### src/rtl/dbf_pkg.sv
`timescale 1ns/1ps
package dbf_pkg;
  localparam int NCAUSE = 10;

  localparam logic [2:0] A_CTRL  = 3'd0;
  localparam logic [2:0] A_TRAIL = 3'd1;
  localparam logic [2:0] A_IEN   = 3'd2;
  localparam logic [2:0] A_ISTAT = 3'd3;
  localparam logic [2:0] A_FSTAT = 3'd4;
  localparam logic [2:0] A_TXD   = 3'd5;
  localparam logic [2:0] A_RXD   = 3'd6;

  localparam int C_TXAE  = 0;
  localparam int C_RXAF  = 1;
  localparam int C_TXUR  = 2;
  localparam int C_TXOR  = 3;
  localparam int C_RXUR  = 4;
  localparam int C_RXOR  = 5;
  localparam int C_TRAIL = 6;
  localparam int C_EVT   = 9;
endpackage

### src/rtl/dbf_fifo.sv
`timescale 1ns/1ps
module dbf_fifo #(
  parameter int DEPTH = 64,
  parameter int DW    = 8,
  parameter int LW    = $clog2(DEPTH) + 1
) (
  input  logic          clk,
  input  logic          rst_n,
  input  logic          flush,
  input  logic          push,
  input  logic [DW-1:0] wdata,
  input  logic          pop,
  output logic [DW-1:0] rdata,
  output logic [LW-1:0] level,
  output logic          full,
  output logic          empty
);
  localparam int AW = $clog2(DEPTH);

  logic [DW-1:0] mem [DEPTH];
  logic [AW-1:0] wp, rp;
  logic [LW-1:0] cnt;
  logic          do_push, do_pop;

  assign full    = (cnt == LW'(DEPTH));
  assign empty   = (cnt == '0);
  assign do_push = push && !full;
  assign do_pop  = pop && !empty;
  assign level   = cnt;
  assign rdata   = empty ? '0 : mem[rp];

  always_ff @(posedge clk) begin
    if (do_push && !flush) mem[wp] <= wdata;
  end

  always_ff @(posedge clk or negedge rst_n) begin
    if (!rst_n) begin
      wp  <= '0;
      rp  <= '0;
      cnt <= '0;
    end else if (flush) begin
      wp  <= '0;
      rp  <= '0;
      cnt <= '0;
    end else begin
      if (do_push) wp <= (wp == AW'(DEPTH - 1)) ? '0 : wp + 1'b1;
      if (do_pop)  rp <= (rp == AW'(DEPTH - 1)) ? '0 : rp + 1'b1;
      case ({do_push, do_pop})
        2'b10:   cnt <= cnt + 1'b1;
        2'b01:   cnt <= cnt - 1'b1;
        default: cnt <= cnt;
      endcase
    end
  end
endmodule

### src/rtl/dbf_trail_timer.sv
`timescale 1ns/1ps
module dbf_trail_timer #(
  parameter int TICK_DIV = 4,
  parameter int CW       = 4
) (
  input  logic          clk,
  input  logic          rst_n,
  input  logic          restart,
  input  logic          active,
  input  logic          below,
  input  logic [CW-1:0] limit,
  output logic          fire
);
  localparam int PW = (TICK_DIV > 1) ? $clog2(TICK_DIV) : 1;

  logic [PW-1:0] pre;
  logic [CW-1:0] tcnt;
  logic          fired;
  logic          tick;

  assign tick = (pre == PW'(TICK_DIV - 1));
  assign fire = active && !restart && !fired && below && (tcnt >= limit);

  always_ff @(posedge clk or negedge rst_n) begin
    if (!rst_n) begin
      pre   <= '0;
      tcnt  <= '0;
      fired <= 1'b0;
    end else if (restart) begin
      pre   <= '0;
      tcnt  <= '0;
      fired <= 1'b0;
    end else begin
      if (fire) fired <= 1'b1;
      if (tick) begin
        pre <= '0;
        if (tcnt != {CW{1'b1}}) tcnt <= tcnt + 1'b1;
      end else begin
        pre <= pre + 1'b1;
      end
    end
  end
endmodule

### src/rtl/dbf_irq_ctrl.sv
`timescale 1ns/1ps
module dbf_irq_ctrl #(
  parameter int N = 10
) (
  input  logic         clk,
  input  logic         rst_n,
  input  logic [N-1:0] cause,
  input  logic         ien_we,
  input  logic         clr_we,
  input  logic [N-1:0] wdata,
  output logic [N-1:0] status,
  output logic [N-1:0] enable,
  output logic         irq
);
  logic [N-1:0] clr_mask;

  assign clr_mask = clr_we ? wdata : '0;
  assign irq      = |(status & enable);

  always_ff @(posedge clk or negedge rst_n) begin
    if (!rst_n) begin
      status <= '0;
      enable <= '0;
    end else begin
      status <= (status & ~clr_mask) | cause;
      if (ien_we) enable <= wdata;
    end
  end
endmodule

### src/rtl/dual_byte_fifo_irq.sv
`timescale 1ns/1ps
module dual_byte_fifo_irq
  import dbf_pkg::*;
#(
  parameter int DEPTH    = 64,
  parameter int TICK_DIV = 4,
  parameter int TRAIL_W  = 4
) (
  input  logic        clk,
  input  logic        rst_n,
  input  logic        reg_wr,
  input  logic        reg_rd,
  input  logic [2:0]  reg_addr,
  input  logic [31:0] reg_wdata,
  output logic [31:0] reg_rdata,
  output logic        tx_valid,
  input  logic        tx_ready,
  output logic [7:0]  tx_data,
  input  logic        rx_valid,
  output logic        rx_ready,
  input  logic [7:0]  rx_data,
  input  logic        i2c_event,
  output logic        irq
);
  localparam int LW = $clog2(DEPTH) + 1;

  logic               rx_en, tx_en;
  logic [LW-1:0]      rx_trig, tx_trig;
  logic [TRAIL_W-1:0] trail_lim;

  logic [LW-1:0] tx_lvl, rx_lvl;
  logic          tx_full, tx_empty, rx_full, rx_empty;
  logic [7:0]    rx_head;
  logic          tx_push, tx_pop, rx_push, rx_pop;
  logic          trail_fire;
  logic [NCAUSE-1:0] cause, istat, ien;

  wire unused_wdata = ^reg_wdata[31:23];

  always_ff @(posedge clk or negedge rst_n) begin
    if (!rst_n) begin
      rx_en     <= 1'b0;
      tx_en     <= 1'b0;
      rx_trig   <= '0;
      tx_trig   <= '0;
      trail_lim <= {TRAIL_W{1'b1}};
    end else if (reg_wr) begin
      if (reg_addr == A_CTRL) begin
        rx_en   <= reg_wdata[0];
        tx_en   <= reg_wdata[1];
        rx_trig <= reg_wdata[4 +: LW];
        tx_trig <= reg_wdata[16 +: LW];
      end
      if (reg_addr == A_TRAIL) trail_lim <= reg_wdata[TRAIL_W-1:0];
    end
  end

  assign tx_push  = reg_wr && (reg_addr == A_TXD) && tx_en;
  assign tx_valid = !tx_empty;
  assign tx_pop   = tx_valid && tx_ready;
  assign rx_ready = rx_en && !rx_full;
  assign rx_push  = rx_valid && rx_ready;
  assign rx_pop   = reg_rd && (reg_addr == A_RXD) && rx_en;

  dbf_fifo #(.DEPTH(DEPTH), .DW(8), .LW(LW)) u_txq (
    .clk(clk), .rst_n(rst_n), .flush(!tx_en),
    .push(tx_push), .wdata(reg_wdata[7:0]), .pop(tx_pop), .rdata(tx_data),
    .level(tx_lvl), .full(tx_full), .empty(tx_empty)
  );

  dbf_fifo #(.DEPTH(DEPTH), .DW(8), .LW(LW)) u_rxq (
    .clk(clk), .rst_n(rst_n), .flush(!rx_en),
    .push(rx_push), .wdata(rx_data), .pop(rx_pop), .rdata(rx_head),
    .level(rx_lvl), .full(rx_full), .empty(rx_empty)
  );

  dbf_trail_timer #(.TICK_DIV(TICK_DIV), .CW(TRAIL_W)) u_trail (
    .clk(clk), .rst_n(rst_n),
    .restart(rx_push || rx_empty), .active(!rx_empty),
    .below(rx_lvl < rx_trig), .limit(trail_lim), .fire(trail_fire)
  );

  always_comb begin
    cause          = '0;
    cause[C_TXAE]  = tx_en && (tx_lvl <= tx_trig);
    cause[C_RXAF]  = rx_en && (rx_lvl >= rx_trig);
    cause[C_TXUR]  = tx_en && tx_ready && tx_empty;
    cause[C_TXOR]  = tx_push && tx_full;
    cause[C_RXUR]  = rx_pop && rx_empty;
    cause[C_RXOR]  = rx_en && rx_valid && rx_full;
    cause[C_TRAIL] = trail_fire;
    cause[C_EVT]   = i2c_event;
  end

  dbf_irq_ctrl #(.N(NCAUSE)) u_irq (
    .clk(clk), .rst_n(rst_n), .cause(cause),
    .ien_we(reg_wr && (reg_addr == A_IEN)),
    .clr_we(reg_wr && (reg_addr == A_ISTAT)),
    .wdata(reg_wdata[NCAUSE-1:0]),
    .status(istat), .enable(ien), .irq(irq)
  );

  always_comb begin
    reg_rdata = '0;
    case (reg_addr)
      A_CTRL: begin
        reg_rdata[0]        = rx_en;
        reg_rdata[1]        = tx_en;
        reg_rdata[4 +: LW]  = rx_trig;
        reg_rdata[16 +: LW] = tx_trig;
      end
      A_TRAIL: reg_rdata[TRAIL_W-1:0] = trail_lim;
      A_IEN:   reg_rdata[NCAUSE-1:0]  = ien;
      A_ISTAT: reg_rdata[NCAUSE-1:0]  = istat;
      A_FSTAT: begin
        reg_rdata[0 +: LW]  = tx_lvl;
        reg_rdata[7]        = tx_full;
        reg_rdata[8]        = tx_empty;
        reg_rdata[16 +: LW] = rx_lvl;
        reg_rdata[23]       = rx_full;
        reg_rdata[24]       = rx_empty;
      end
      A_RXD:   reg_rdata[7:0] = rx_head;
      default: reg_rdata = '0;
    endcase
  end
endmodule

### config.mk
export PLATFORM = sky130hd
export DESIGN_NAME = dual_byte_fifo_irq
export DESIGN_NICKNAME = d
export VERILOG_FILES = /design/src/rtl/dbf_pkg.sv /design/src/rtl/dbf_fifo.sv /design/src/rtl/dbf_trail_timer.sv /design/src/rtl/dbf_irq_ctrl.sv /design/src/rtl/dual_byte_fifo_irq.sv
export SDC_FILE = /design/constraint.sdc
export NUM_CORES = 1
export LEC_CHECK = 0
export BUFFER_PORTS_ARGS = -buffer_cell sky130_fd_sc_hd__buf_2
export CAP_MARGIN = 20
export CORE_MARGIN = 4
export CORE_UTILIZATION = 40
export DETAILED_ROUTE_END_ITERATION = 8
export PLACE_DENSITY = 0.67
export REMOVE_ABC_BUFFERS = 1
export SYNTH_ARGS = -nofsm -noshare
export SYNTH_HDL_FRONTEND = slang
export SYNTH_SLANG_ARGS = --single-unit
### constraint.sdc
create_clock -name clk -period 3.1 [get_ports clk]
set_clock_uncertainty 0.15 [all_clocks]
set_input_delay 0.155 -clock clk [delete_from_list [all_inputs] [get_ports clk]]
set_output_delay 0.155 -clock clk [all_outputs]
set_load 0.01 [all_outputs]
# ---- After elaboration in Yosys (flattened, before gate mapping)
# Memories as Yosys holds them, arrays and structs flattened.
# Cells that the tools add are included.
dict set report totals {
  regBits 85
  ramBits 1024
  input_bits 50
  mem_count 2
  mem_bits_ro 0
  word_cells 142
  latchBits 0
}
# memory depth width read_ports rd_clocked_by_memory_dff wr line_no
set memory_table {}
lappend memory_table {u_rxq.mem 64 8 1 0 1 dbf_fifo.sv:20} ;# logic [DW-1:0] mem [DEPTH];
lappend memory_table {u_txq.mem 64 8 1 0 1 dbf_fifo.sv:20}
dict set report classes {
  n_shift 0
  n_reduce_logical 44
  n_eq_ne 24
  n_div 0
  n_bitwise 4
  n_mul 0
  mux 38
  order_cmp 4
  add_sub_neg 10
}
# operator count
set ops {}
lappend ops {{6-bit 2-to-1 mux} 12}
lappend ops {{7-bit one-hot mux with 2 select lines} 3}
lappend ops {{1-bit logical AND} 27}
lappend ops {{6-bit by 1-bit adder with 6-bit output, second input constant} 4}
lappend ops {{6-bit equality test, second input constant} 4}
lappend ops {{10-bit bitwise AND} 2}
lappend ops {{4-bit one-hot mux with 5 select lines} 1}
lappend ops {{8-bit 2-to-1 mux} 2}
lappend ops {{7-bit by 1-bit adder with 7-bit output, second input constant} 2}
lappend ops {{7-bit equality test, second input constant} 2}
lappend ops {{7-bit zero test} 2}
lappend ops {{7-bit 2-to-1 mux} 2}
lappend ops {{7-bit by 1-bit subtractor with 7-bit output, second input constant} 2}
lappend ops {{4-bit 2-to-1 mux} 3}
lappend ops {{2-bit one-hot mux with 6 select lines} 1}
lappend ops {{10-bit 2-to-1 mux} 1}
lappend ops {{10-bit inverter} 1}
lappend ops {{10-bit OR} 1}
lappend ops {{2-bit one-hot mux with 5 select lines} 1}
lappend ops {{10-bit OR reduction} 1}
lappend ops {{3-bit equality test, second input constant} 3}
lappend ops {{2-bit by 1-bit != test with 1-bit output, second input constant} 4}
lappend ops {{7-bit >= comparator} 1}
lappend ops {{7-bit less-or-equal comparator} 1}
lappend ops {{other kinds (19)} 41}

# ---- Depth between registers and ports, before layout
dict set report logic_depth {
  ltp_word 12
  ltp_mapped 12
  ltp_nobuf 10
}

# ---- Modules after synthesis
# From an unflattened synthesis, not the netlist that was laid out.
dict set report unflattened {
  hier_cells 2497
  area_unflattened_um2 45812.7
}
# mod cells_each area_each_um2 seq_area_each_um2 instances
set by_module_without_submodules {}
lappend by_module_without_submodules {dbf_fifo 1085 21335.5 15850.2 2}
lappend by_module_without_submodules {dual_byte_fifo_irq 225 1908.1 505.5 1}
lappend by_module_without_submodules {dbf_irq_ctrl 58 790.8 500.5 1}
lappend by_module_without_submodules {dbf_trail_timer 44 442.9 175.2 1}

# ---- Worst setup path before layout
# OpenSTA, ideal clock, no wires.
dict set report synth_timing {
  kind {reg2reg}
  startpoint {register u_txq.cnt[3], in the netlist u_txq.level[3]}
  endpoint {register u_txq.cnt[4], in the netlist u_txq.level[4]}
  t_arrival_ps 2610
  path_stages_with_launch 12
  required_ps 2818
  period_less_slack_ps 2892
  slack_ps 208
  cell_sequence {dfrtp_1 buf_6 or4_4 o21ai_4 a21oi_2 xor2_1 ha_1 or4_1 a211oi_1 a41oi_1 xor2_1 nor2_1}
}
dict set report synth_between {
  elab_chain_len 7
  elab_cells_between_ends 14
  cone_classes {2 x add/sub; 4 x eq/ne; 2 x mux; 6 x reduce/logical}
}
# element line_no
set synth_lines {}
lappend synth_lines {{from (decl)} dbf_fifo.sv:22} ;# logic [LW-1:0] cnt;
lappend synth_lines {{from (signal assigned)} dbf_fifo.sv:49} ;# 2'b10: cnt <= cnt + 1'b1;
lappend synth_lines {{from (signal assigned)} dbf_fifo.sv:50} ;# 2'b01: cnt <= cnt - 1'b1;
lappend synth_lines {{from (signal assigned)} dbf_fifo.sv:51} ;# default: cnt <= cnt;
lappend synth_lines {{branches (longest 7 deep; another with 7-bit by 1-bit subtractor with 7-bit output)} --}
# Several ways; the timed one is not identified.
# A chain may end at the register's enable or synchronous reset.

# ---- Worst setup path after layout
dict set report layout_timing {
  startpoint {register u_rxq.rp[0]}
  endpoint {output port reg_rdata[6]}
}
dict set report layout_between {
  elab_chain_len 3
}
# element line_no
set layout_lines {}
lappend layout_lines {{from (decl)} dbf_fifo.sv:21} ;# logic [AW-1:0] wp, rp;
lappend layout_lines {{from (signal assigned)} dbf_fifo.sv:47} ;# if (do_pop) rp <= (rp == AW'(DEPTH - 1)) ? '0 : rp + 1'b1;
lappend layout_lines {{memory read 64 x 8 bit} --}
lappend layout_lines {{8-bit 2-to-1 mux} dbf_fifo.sv:30} ;# assign rdata = empty ? '0 : mem[rp];
lappend layout_lines {{4-bit one-hot mux with 5 select lines} dual_byte_fifo_irq.sv:105} ;# case (reg_addr)
lappend layout_lines {{to (decl)} dual_byte_fifo_irq.sv:15} ;# output logic [31:0] reg_rdata,
# Every way passes these cells.

==> reports/summary.md <==
STA classifies the critical path endpoint as a primary output. Counting flops with an async set or reset pin after synthesis yields a share of 7.66%. TritonCTS built the clock tree. The post-synthesis mux area share was 15.0%; the number of vias per cell was 5.74. The detailed router finished its first iteration with 3012 violations.

Once placement finished, the instance area stood at 48800 sq um. The number of distinct library cells after synthesis is 76. The logs give 25400 for the total vias in the final route and 0 for the number of hold-slack violations in the final timing report. The total leakage power is 17.6 nW. The number of primary I/O pins was 93; the number of storage elements in the synthesis netlist was 1109.

Clock tree synthesis inserted a total of 107 buffers. The run gives 111000 sq um as the placeable core area. The sum of net half-perimeters after detailed placement is 72.4 mm. The routed design could run at a clock period as short as 3490 ps. The number of routed nets with antenna violations was 0. The synthesized area per cell was 18.2 sq um; the maximum number of buffers from clock root to sink was 3. The run gives 171 mm as the first-pass GRT wire length.

The met1 layer usage reported by global route was 26.6%; the adder and majority gate portion of the synthesized area was 0.777%. The total global routing track utilization is 19.3%, and the number of buffers added on ports is 66. The share of cells above drive strength 1 came out at 31.3%. After Yosys synthesis, and, or, nand and nor cells account for 5.12% of the synthesized area. The run gives 670 ps as the clock network latency to the later pin of the worst-skew pair.

Final number of max-transition violations: 0. Of all nets on the critical path, the largest fanout is 7. For this run, the leading register cell type out of synthesis is edfxtp_1.

Ranked by total cell area, the synthesized netlist is headed by edfxtp_1 (68%), mux4_2 (12%), dfrtp_1 (4.5%), mux2i_1 (2.8%), nor2_1 (1.6%). The post-route cell area is 54200 sq um. Entering global routing, the biggest net connects 68 pins.

In the global route stage, met2 resource usage came out at 31.8%. The tools report the kind of start point of the critical path as a flip-flop. Yosys mapped a number of flops with a built-in enable equal to 1024. The run gives 2472 as the cell count after synthesis. The worst setup path is of the flip-flop to primary output kind. The cell area that synthesis handed to floorplanning was 45100 sq um.

The flow ran to the end, but the final reports show violations. At the end of the flow, the number of nets in the layout was 2928. Routability-driven placement finished with a final weighted congestion of 0.863.

The tightest slew margin relative to the limit came out at 29.0%. The detailed-routing iteration count for the pre-antenna-repair pass was 7; the area of the die was 118000 sq um. Derived from the worst setup path, the maximum achievable clock frequency is 0.287 GHz. At the worst endpoint, the arrival time is 3180 ps. The H-tree was split into 3 levels. Dividing total power by cell area gives a power density of 662 nW/um^2. Dominant combinational cell family by area after synthesis: multiplexers.

Global routing consumed, on the met3 layer, 2.76% of the routing resources. The number of antenna violations at the first check in global routing is 2, and the starting density of the core is 40.5%. The worst setup slack for register-to-register paths is 190 ps. Data on the critical path is required at its endpoint by 2790 ps. The final reports fail on setup timing.

The number of violations of the max-capacitance limit was 0; the overall die width was 344 microns. In this run the most used layer during global routing was met2. The standard-cell row count is 122. Of all cell types, the one taking the most synthesized area is edfxtp_1. Summing the areas of all compound-gate instances in the mapped netlist gives 3.99% of the synthesized area.

Setup repair after global routing could not meet its margin everywhere. At the pin with the least slew margin, the transition time is 1060 ps. After clock tree synthesis, the clock-pin slew on the worst setup and hold paths is 70 ps. Global routing finished with a remaining overflow of 0. Dividing the detail-routed wire length by the instance count gives 25.8 microns.

The relative area change from synthesis to final layout came out at 20.3%. Setup violations remaining at the end of the flow were counted as 16. The highest ir drop seen on vdd came out at 416 uV.

The xor and xnor fraction of the mapped netlist area was 0.408%; the fraction of post-synthesis cell area in the top cell type by area was 68.2%. Sum of negative setup slack: -4860 ps. The tools report the root buffer cell as clkbuf_16. The logs give -37.7 ps for the post-placement setup slack and -388 ps for the final worst slack. The height of the die was 344 microns; the DRC violation count after routing was 0.

The worst path uses 113% of the clock period. The count of yosys warnings during synthesis is 0, and the number of sinks handled by clock tree synthesis is 1109. The min-delay analysis places its worst path in the category primary input to flip-flop. The share of the Yosys chip area taken by registers is 73.0%. The final layout contains routed wiring with a total length of 114 mm. The tools report the number of global-route vias before repair as 25700.
## layer usage
| layer | wire (microns) | vias to the layer above |
|---|---|---|
| li1 | - | 10700 |
| met1 | 45400 | 13200 |
| met2 | 56400 | 1266 |
| met3 | 8470 | 256 |
| met4 | 4190 | 0 |
| met5 | 0 | - |
## stage by stage
stage          power (mW)  cells  hold WS (ps)  util, %
2_1_floorplan        20.2   2334          -291        -
3_3_place_gp         22.1   4137           120     43.8
3_5_place_dp         22.3   4137           136     43.8
4_1_cts              35.9   4406          27.5     48.4
5_1_grt              37.1   4425          48.4     48.7
6_report             35.9   4429          44.1     48.7
## repair_timing
action | in CTS | in global routing
hold buffers | 35 | 3
setup buffers | 28 | 18
setup endpoints to repair | 16 | 21
cloned | 10 | 0
hold endpoints to repair | 281 | 100
pin swaps | 43 | 29
resized for setup | 165 | 37
## state kept, by name (all words and copies together) (netlist names), 2 cells and up
register      cells
rx_trig           7
trail_lim         4
tx_trig           7
u_irq.enable     10
u_irq.status     10
u_rxq.level       7
u_rxq.mem       512
u_rxq.rp          6
u_rxq.wp          6
u_trail.pre       2
u_trail.tcnt      4
u_txq.level       7
u_txq.mem       512
u_txq.rp          6
u_txq.wp          6
## cell type report
| class | count | area [sq um] |
|---|---|---|
| fill | 8955 | 57100 |
| antenna | 4 | 10.0 |
| clock inverter | 61 | 480 |
| sequential | 1109 | 32900 |
| tap | 1488 | 1860 |
| inverter | 28 | 105 |
| clock buffer | 135 | 2920 |
| multi-input combinational | 1197 | 12100 |
| timing repair buffer | 407 | 3780 |
## critical path, cell delays in order (launching register included)
cell      delay, ps
dfrtp_4         560
buf_12          150
mux4_2          520
mux4_2          510
nand2_2          90
o21ai_2          90
a211oi_2        220
buf_4           180
nand2_4          60
buf_6           120
## Yosys cell counts, types with 15 or more instances
cell type	instances
buf_2	41
ha_1	28
nand4_1	15
mux2i_1	124
mux2_2	21
o21ai_0	48
a21oi_1	38
dfrtp_1	81
a211oi_1	31
a22oi_1	61
inv_1	27
nor2_1	194
buf_4	19
buf_1	20
nand3_1	46
o22ai_1	20
edfxtp_1	1024
nor2b_1	25
clkbuf_1	67
nand2_1	118
mux4_2	234
## layout by cell type, fill, tap and decap left out, types with 19 or more instances in the layout
cell type / netlist / layout
a211oi_2: 0 / 19
a21oi_1: 38 / 31
a22oi_1: 61 / 41
a22oi_2: 0 / 20
buf_12: 0 / 33
buf_2: 41 / 58
buf_4: 19 / 242
clkbuf_1: 67 / 20
clkbuf_16: 0 / 112
clkinv_1: 0 / 27
clkinv_2: 0 / 19
dfrtp_1: 81 / 72
dlygate4sd3_1: 0 / 37
edfxtp_1: 1024 / 1024
ha_1: 28 / 28
inv_1: 27 / 27
mux2_2: 21 / 20
mux2i_1: 124 / 108
mux4_2: 234 / 234
nand2_1: 118 / 112
nand3_1: 46 / 42
nor2_1: 194 / 190
nor2b_1: 25 / 22
o21ai_0: 48 / 41
## final timing paths
path                                 from          endpoint  cells past startpoint
setup / recovery              u_rxq.rp[0]      reg_rdata[6]                      9
hold / removal                 rx_data[0]  u_rxq.mem[35][0]                      2
setup reg to reg           u_rxq.level[1]    u_rxq.level[6]                     10
hold reg to reg            u_trail.pre[0]    u_trail.pre[0]                      1
max in group asynchronous           rst_n      trail_lim[1]                      4
min in group asynchronous           rst_n   u_irq.enable[9]                      3
## cell families after synthesis
kind of cell	Yosys count
other	1
multiplexers	379
buffers and inverters	177
AND/OR/NAND/NOR	491
AO/OA/AOI/OAI	266
adder cells (fa/ha/maj)	28
flip-flops	1109
XOR/XNOR	21
## report_power, final
part	total, mW	switching, mW	internal (mW)	leakage, nW
registers	16.8	0.241	16.6	10.3
logic	6.34	3.28	3.06	5.63
clock network	12.7	5.48	7.22	1.67
No activity file was read; power rests on OpenSTA's default activity.
